===== config.mk =====
export PLATFORM = sky130hd
export DESIGN_NAME = soft_gain_atten
export DESIGN_NICKNAME = d
export VERILOG_FILES = /design/src/rtl/atten_pkg.sv /design/src/rtl/atten_target.sv /design/src/rtl/atten_step_timer.sv /design/src/rtl/atten_ramp.sv /design/src/rtl/atten_scaler.sv /design/src/rtl/soft_gain_atten.sv
export SDC_FILE = /design/constraint.sdc
export NUM_CORES = 1
export LEC_CHECK = 0
export BUFFER_PORTS_ARGS = -buffer_cell sky130_fd_sc_hd__buf_2
export CAP_MARGIN = 10
export CORE_ASPECT_RATIO = 0.8
export CORE_UTILIZATION = 35
export DETAILED_ROUTE_END_ITERATION = 6
export HOLD_SLACK_MARGIN = 0.08
export PLACE_DENSITY = 0.5
export SYNTH_ARGS = -nofsm -noshare
export SYNTH_HDL_FRONTEND = slang
export SYNTH_SLANG_ARGS = --single-unit
export TNS_END_PERCENT = 30

===== constraint.sdc =====
create_clock -name clk -period 10.3 [get_ports clk]
set_input_delay 2.575 -clock clk [delete_from_list [all_inputs] [get_ports clk]]
set_output_delay 2.575 -clock clk [all_outputs]
set_load 0.05 [all_outputs]

===== src/rtl/atten_pkg.sv =====
package atten_pkg;
  localparam int CODE_W   = 7;
  localparam int CODE_MAX = (1 << CODE_W) - 1;

  typedef logic [CODE_W-1:0] code_t;

  typedef enum logic [1:0] {
    RAMP_HOLD = 2'd0,
    RAMP_UP   = 2'd1,
    RAMP_DOWN = 2'd2
  } ramp_dir_e;
endpackage


===== src/rtl/atten_target.sv =====
// Holds the software target and derives the goal seen by the ramp.
module atten_target
  import atten_pkg::*;
(
  input  logic  clk,
  input  logic  rst_n,
  input  logic  wr_en,
  input  code_t wr_code,
  input  logic  mute_n,
  output code_t target_code,
  output code_t goal_code
);
  code_t target_q;
  code_t target_d;

  always_comb begin
    target_d = target_q;
    if (wr_en) target_d = wr_code;
  end

  always_ff @(posedge clk or negedge rst_n) begin
    if (!rst_n) target_q <= '0;
    else        target_q <= target_d;
  end

  // Mute overrides the goal but never touches the stored target.
  assign goal_code   = mute_n ? target_q : code_t'(CODE_MAX);
  assign target_code = target_q;
endmodule


===== src/rtl/atten_step_timer.sv =====
// Counts sample strobes while a ramp is pending and fires one step per period.
module atten_step_timer #(
  parameter int STEP_NORM = 8,
  parameter int STEP_HIGH = 16
) (
  input  logic clk,
  input  logic rst_n,
  input  logic in_valid,
  input  logic rate_hi,
  input  logic at_goal,
  output logic step_fire
);
  localparam int STEP_MAX = (STEP_HIGH > STEP_NORM) ? STEP_HIGH : STEP_NORM;
  localparam int CNT_W    = (STEP_MAX > 2) ? $clog2(STEP_MAX) : 1;

  logic [CNT_W-1:0] cnt_q;
  logic [CNT_W-1:0] cnt_d;
  logic [CNT_W-1:0] last_cnt;
  logic             cnt_en;

  assign last_cnt  = rate_hi ? CNT_W'(STEP_HIGH - 1) : CNT_W'(STEP_NORM - 1);
  assign cnt_en    = at_goal || in_valid;
  // A count left above the limit by a rate change fires on the next strobe.
  assign step_fire = in_valid && !at_goal && (cnt_q >= last_cnt);

  always_comb begin
    cnt_d = cnt_q;
    if (at_goal)        cnt_d = '0;
    else if (step_fire) cnt_d = '0;
    else if (in_valid)  cnt_d = cnt_q + CNT_W'(1);
  end

  always_ff @(posedge clk or negedge rst_n) begin
    if (!rst_n)      cnt_q <= '0;
    else if (cnt_en) cnt_q <= cnt_d;
  end
endmodule


===== src/rtl/atten_ramp.sv =====
// Applied code register that walks one code per step toward the goal.
module atten_ramp
  import atten_pkg::*;
(
  input  logic  clk,
  input  logic  rst_n,
  input  code_t goal_code,
  input  logic  step_fire,
  output code_t applied_code,
  output logic  at_goal
);
  code_t     applied_q;
  code_t     applied_d;
  ramp_dir_e dir;

  always_comb begin
    if (goal_code > applied_q)      dir = RAMP_UP;
    else if (goal_code < applied_q) dir = RAMP_DOWN;
    else                            dir = RAMP_HOLD;
  end

  always_comb begin
    applied_d = applied_q;
    if (step_fire) begin
      case (dir)
        RAMP_UP:   applied_d = applied_q + code_t'(1);
        RAMP_DOWN: applied_d = applied_q - code_t'(1);
        default:   applied_d = applied_q;
      endcase
    end
  end

  always_ff @(posedge clk or negedge rst_n) begin
    if (!rst_n)         applied_q <= '0;
    else if (step_fire) applied_q <= applied_d;
  end

  assign applied_code = applied_q;
  assign at_goal      = (dir == RAMP_HOLD);
endmodule


===== src/rtl/atten_scaler.sv =====
// Multiplies a sample by (CODE_MAX - code)/2^CODE_W, with unity and zero bypasses.
module atten_scaler
  import atten_pkg::*;
#(
  parameter int SAMPLE_W = 24
) (
  input  logic                clk,
  input  logic                rst_n,
  input  logic                in_valid,
  input  logic [SAMPLE_W-1:0] in_sample,
  input  code_t               code,
  output logic                out_valid,
  output logic [SAMPLE_W-1:0] out_sample
);
  localparam int GAIN_W = CODE_W + 1;
  localparam int PROD_W = SAMPLE_W + GAIN_W;

  logic [GAIN_W-1:0]          gain_num;
  logic signed [PROD_W-1:0]   prod;
  logic [SAMPLE_W-1:0]        scaled;
  logic                       valid_q;
  logic [SAMPLE_W-1:0]        sample_q;
  logic [SAMPLE_W-1:0]        sample_d;

  assign gain_num = GAIN_W'(CODE_MAX) - {1'b0, code};
  assign prod     = $signed(in_sample) * $signed(gain_num);

  always_comb begin
    if (code == '0)                    scaled = in_sample;
    else if (code == code_t'(CODE_MAX)) scaled = '0;
    else                               scaled = SAMPLE_W'(prod >>> CODE_W);
  end

  always_comb begin
    sample_d = sample_q;
    if (in_valid) sample_d = scaled;
  end

  always_ff @(posedge clk or negedge rst_n) begin
    if (!rst_n) begin
      valid_q  <= 1'b0;
      sample_q <= '0;
    end else begin
      valid_q  <= in_valid;
      sample_q <= sample_d;
    end
  end

  assign out_valid  = valid_q;
  assign out_sample = sample_q;
endmodule


===== src/rtl/soft_gain_atten.sv =====
module soft_gain_atten
  import atten_pkg::*;
#(
  parameter int SAMPLE_W  = 24,
  parameter int STEP_NORM = 8,
  parameter int STEP_HIGH = 16
) (
  input  logic                clk,
  input  logic                rst_n,
  input  logic                in_valid,
  input  logic [SAMPLE_W-1:0] in_sample,
  input  logic                rate_hi,
  input  logic                mute_n,
  input  logic                wr_en,
  input  logic [CODE_W-1:0]   wr_code,
  output logic                out_valid,
  output logic [SAMPLE_W-1:0] out_sample
);
  code_t target_code;
  code_t goal_code;
  code_t applied_code;
  logic  at_goal;
  logic  step_fire;

  atten_target u_target (
    .clk         (clk),
    .rst_n       (rst_n),
    .wr_en       (wr_en),
    .wr_code     (wr_code),
    .mute_n      (mute_n),
    .target_code (target_code),
    .goal_code   (goal_code)
  );

  atten_step_timer #(
    .STEP_NORM (STEP_NORM),
    .STEP_HIGH (STEP_HIGH)
  ) u_timer (
    .clk       (clk),
    .rst_n     (rst_n),
    .in_valid  (in_valid),
    .rate_hi   (rate_hi),
    .at_goal   (at_goal),
    .step_fire (step_fire)
  );

  atten_ramp u_ramp (
    .clk          (clk),
    .rst_n        (rst_n),
    .goal_code    (goal_code),
    .step_fire    (step_fire),
    .applied_code (applied_code),
    .at_goal      (at_goal)
  );

  atten_scaler #(
    .SAMPLE_W (SAMPLE_W)
  ) u_scaler (
    .clk        (clk),
    .rst_n      (rst_n),
    .in_valid   (in_valid),
    .in_sample  (in_sample),
    .code       (applied_code),
    .out_valid  (out_valid),
    .out_sample (out_sample)
  );
endmodule


Yosys cells after proc, flatten, opt, wreduce, memory -nomap -nowiden
Cells that the tools add are included.
{ "totals": {"ff_bits": 43, "word_cells": 36} }
{ "classes": {"eq_ne": 3, "mul": 1, "n_reduce_logical": 10, "add_sub_neg": 4, "n_lt_le_gt_ge": 3, "n_mux": 10} }
{ "ops": {"columns": ["cell", "n"], "rows": [
  ["$mux 24", 2],
  ["$mul 24x8->31", 1],
  ["$mux 4", 4],
  ["$pmux 7 s2", 1],
  ["$sub 7x7->8 const A", 1],
  ["$add 7x1->7 const B", 1],
  ["$eq 7x7->1 const B", 1],
  ["$gt 7x7->1", 1],
  ["$logic_not 7->1", 1],
  ["$lt 7x7->1", 1],
  ["$mux 7", 1],
  ["$sub 7x1->7 const B", 1],
  ["$add 4x1->4 const B", 1],
  ["$ge 4x4->1", 1],
  ["$mux 2", 2],
  ["$reduce_and 2->1", 2],
  ["$reduce_bool 3->1", 1],
  ["$eq 2x1->1 const B", 1],
  ["$eq 2x2->1 const B", 1],
  ["$logic_and 1x1->1", 2],
  ["$logic_not 2->1", 1],
  ["$reduce_bool 2->1", 1],
  ["$logic_not 1->1", 1],
  ["$logic_or 1x1->1", 1]
]} }

Depth between registers and ports, before layout
{ "logic_depth": {"ltp_word": 10, "ltp_mapped": 20, "ltp_nobuf": 18} }

Cells and area by module
A second synthesis with hierarchy kept.
{ "unflattened": {"hier_cells": 878, "hier_area_um2": 8044.0} }
{ "by_module_without_submodules": {"columns": ["mod", "n_inst", "area_each_um2", "cells_each"], "rows": [
  ["atten_scaler", 1, 6840.3, 760],
  ["atten_ramp", 1, 644.4, 72],
  ["atten_target", 1, 335.3, 22],
  ["atten_step_timer", 1, 224.0, 24]
]} }

Worst setup path after synthesis
No wires, ideal clock.
{ "synth_path": {"path_kind": "in2reg", "startpoint": "in in_sample[9]", "endpoint": "reg u_scaler.sample_q[21], in the netlist u_scaler.out_sample[21]", "setup_ps": 134, "t_arrival_ps": 6674, "setup_slack_ps": 3492, "stages": 17, "cell_sequence": "nand2_1 > fa_1 > inv_1 > fa_1 > fa_1 > inv_1 > fa_1 > inv_1 > ha_1 > a21o_1 > a21oi_1 > o211ai_1 > o211ai_1 > nand2_1 > a211oi_1 > xor2_1 > o21ai_0"} }
{ "synth_via": {"elab_chain_len": 3} }
{ "synth_rtl": {"columns": ["item", "line", "rtl"], "rows": [
  ["from (decl)", "soft_gain_atten.sv:11", "input logic [SAMPLE_W-1:0] in_sample,"],
  ["$mul 24x8->31", "atten_scaler.sv:26", "assign prod = $signed(in_sample) * $signed(gain_num);"],
  ["$mux 24", "atten_scaler.sv:30", "else if (code == code_t'(CODE_MAX)) scaled = '0;"],
  ["$mux 24", "atten_scaler.sv:29", "if (code == '0) scaled = in_sample;"],
  ["to (signal assigned)", "atten_scaler.sv:45", "sample_q <= sample_d;"],
  ["to (decl)", "atten_scaler.sv:22", "logic [SAMPLE_W-1:0] sample_q;"]
]} }
Every way passes these cells.
A chain may end at the register's enable or synchronous reset.

Worst setup path after layout
Same ends and word-level chain as after synthesis.

==> impl_metrics.env <==
export IMPL_outcome="completed"
export IMPL_fp_dieH_um=139
export IMPL_min_period_ns=7.14
export IMPL_start_util_pct=36.0
export IMPL_synth_async_sr_flop_share_pct=100
export IMPL_crit_type="input pin to register"
export IMPL_syn_inst=933
export IMPL_grt_pass1_vias=6584
export IMPL_synth_xor_area_share_pct=3.54
export IMPL_numCtsBuffers=5
export IMPL_synth_ff_type="dfrtp_1"
export IMPL_io_pins=62
export IMPL_cts_resized=0
export IMPL_hp_class="register to register"
export IMPL_h_tree_depth=2
export IMPL_synth_area_top_cells="fa_1 30%, dfrtp_1 13%, ha_1 11%"
export IMPL_clockRootBuffer="clkbuf_16"
export IMPL_fin_worst_skew_ns=0.00882
export IMPL_fin_setup_tns_ns=0
export IMPL_slew_viol_final=0
export IMPL_synth_adder_area_share_pct=41.6
export IMPL_drtIter0Drc=295
export IMPL_vias_per_cell=4.91
export IMPL_place_gp_congestion=0.796
export IMPL_antenna_found_initial=0
export IMPL_grt_start_max_net_pins=60
export IMPL_clk_insertion_delay_late_ns=0.30
export IMPL_grt_usage_pct=19.6
export IMPL_max_cap_viol_count=0
export IMPL_period_share_pct=69.3
export IMPL_numPortBuffers=61
export IMPL_firstDrtPassIters=5
export IMPL_yosys_top_cells_count="171 x inv_1, 134 x nor2b_1, 124 x fa_1, 83 x nand2_1, 73 x ha_1"
export IMPL_relSlewSlack_pct=37.0
export IMPL_drtAntennaViolNets=0
export IMPL_fmax_mhz=140
export IMPL_vias=6300
export IMPL_worst_path_max_fanout=8
export IMPL_yosysTopAreaCell="fa_1"
export IMPL_hold_violations=0
export IMPL_drc_errors=0
export IMPL_startpoint_type="input pin"
export IMPL_finalSetupViolCount=0
export IMPL_die_w_um=173
export IMPL_grt_pass1_wl_mm=36.9
export IMPL_coreArea_mm2=0.0227
export IMPL_area_growth_pct=9.45
export IMPL_nets=1210
export IMPL_drive_gt1_share_pct=9.21
export IMPL_arrival_ns=7.29
export IMPL_wl_per_cell_um=17.1
export IMPL_wirelength_mm=21.9
export IMPL_ys_seq_elements=43
export IMPL_yosys_area_share_simple_pct=19.6
export IMPL_clock_sinks=43
export IMPL_synth_top_family_by_area="adder cells"
export IMPL_clk_pin_slew_ns=0.07
export IMPL_hold_buffers=0
export IMPL_cp_end_kind="register"
export IMPL_synth_edf_count=0
export IMPL_dp_hpwl_mm=16.8
export IMPL_synth_compound_area_share_pct=11.7
export IMPL_synth_most_common_cell="inv_1"
export IMPL_ys_warn_count=0
export IMPL_cts_tree="built"
export IMPL_dieArea_mm2=0.0239
export IMPL_rsz0062_at_grt="false"
export IMPL_ys_seq_area_share_pct=13.2
export IMPL_std_cell_rows=49
export IMPL_syn_area_per_cell_um2=8.74
export IMPL_post_cts_setup_buffer_count=0
export IMPL_worst_ep_required_time_ns=10.45
export IMPL_synth_mux_area_share_pct=0.966
export IMPL_max_clock_path_buffers=2
export IMPL_syn_nets=1167
export IMPL_grt_ovfl_total=0
export IMPL_synth_top_area_share_pct=30.4
export IMPL_yosysUniqueCellTypes=51
export IMPL_n_antenna_cell=0
export IMPL_synth_cell_area_mm2=0.00816
export IMPL_tightest_slew_ns=0.945
==> logic make-up after synthesis <==
logic type | Yosys count
adders and majority gates | 197
DFF | 43
xor gates and xnor gates | 33
muxes | 7
and+or+nand+nor | 300
AOI/OAI and AO/OA | 149
buffers and inverters | 204
==> per-layer routing <==
metal	up-vias	wire (um)	global-route usage [%]
met1	3140	11200	29.6
met3	11	829	2.14
met2	108	9710	30.6
li1	3041	-	-
met5	-	0	0
met4	0	150	2.79
==> worst max-delay path: stages <==
cell and delay [ns]:
buf_2 0.19, nand2_1 0.11, fa_1 0.57, inv_1 0.05
fa_1 0.50, fa_1 0.55, inv_1 0.06, fa_1 0.54
inv_1 0.04, ha_1 0.34, a21o_1 0.18, a21oi_1 0.36
o211ai_1 0.16, o211ai_1 0.41, nand2_1 0.12, a211oi_1 0.30
xor2_1 0.16, o21ai_0 0.08
==> per-stage QoR <==
stage / utilization (%) / cells / cell area [um^2] / hold WS [ns] / setup slack (ns)
final: 39.4 / 1283 / 8930 / 0.499 / 3.16
after global routing: 39.4 / 1283 / 8930 / 0.530 / 2.79
after CTS: 39.4 / 1283 / 8930 / 0.503 / 3.14
after detailed placement: 38.7 / 1275 / 8790 / 0.488 / 2.82
after global placement: 38.7 / 1275 / 8790 / 0.482 / 2.91
after floorplan: - / 933 / 8160 / 0.472 / 3.49
==> worst paths after layout <==
kind	slack, ns	cells past startpoint	start	to
max in group asynchronous	7.50	2	rst_n	u_ramp.applied_code[3]$_DFFE_PN0P_
worst max-delay path	3.16	18	in_sample[9]	u_scaler.out_sample[21]$_DFFE_PN0P_
worst min register to register	0.50	1	u_target.target_code[6]$_DFFE_PN0P_	u_target.target_code[6]$_DFFE_PN0P_
min in group asynchronous	2.37	2	rst_n	u_scaler.out_sample[23]$_DFFE_PN0P_
worst max register to register	4.07	18	u_ramp.applied_code[4]$_DFFE_PN0P_	u_scaler.out_sample[20]$_DFFE_PN0P_
worst min-delay path	0.50	1	u_target.target_code[6]$_DFFE_PN0P_	u_target.target_code[6]$_DFFE_PN0P_
==> cell usage in the layout (no fill, tap or decap), drive strengths merged, types with 23 or more instances in the layout <==
cell type / count
nor2: 23
a21oi: 39
fa: 124
nor2b: 134
o21ai: 42
buf: 69
ha: 73
dfrtp: 43
inv: 171
nand2: 83
==> registers in the layout (all words and copies together), names as in the netlist <==
| name | flops |
|---|---|
| u_target.target_code | 7 |
| u_scaler.out_sample | 24 |
| u_timer.cnt_q | 4 |
| u_scaler.out_valid | 1 |
| u_ramp.applied_code | 7 |
==> final cells by class <==
| class | count | area [um^2] |
|---|---|---|
| fillers | 2418 | 13800 |
| multi-input cells | 686 | 6320 |
| flip-flops and latches | 43 | 1080 |
| inverters | 171 | 642 |
| well taps | 306 | 383 |
| repair buffers | 69 | 365 |
| clock buffers | 6 | 129 |
| clock inverters | 2 | 12.5 |
Power is left out: the tool's default activity adds up to more than one toggle a clock period on the data nets, which glitch-free logic cannot reach.
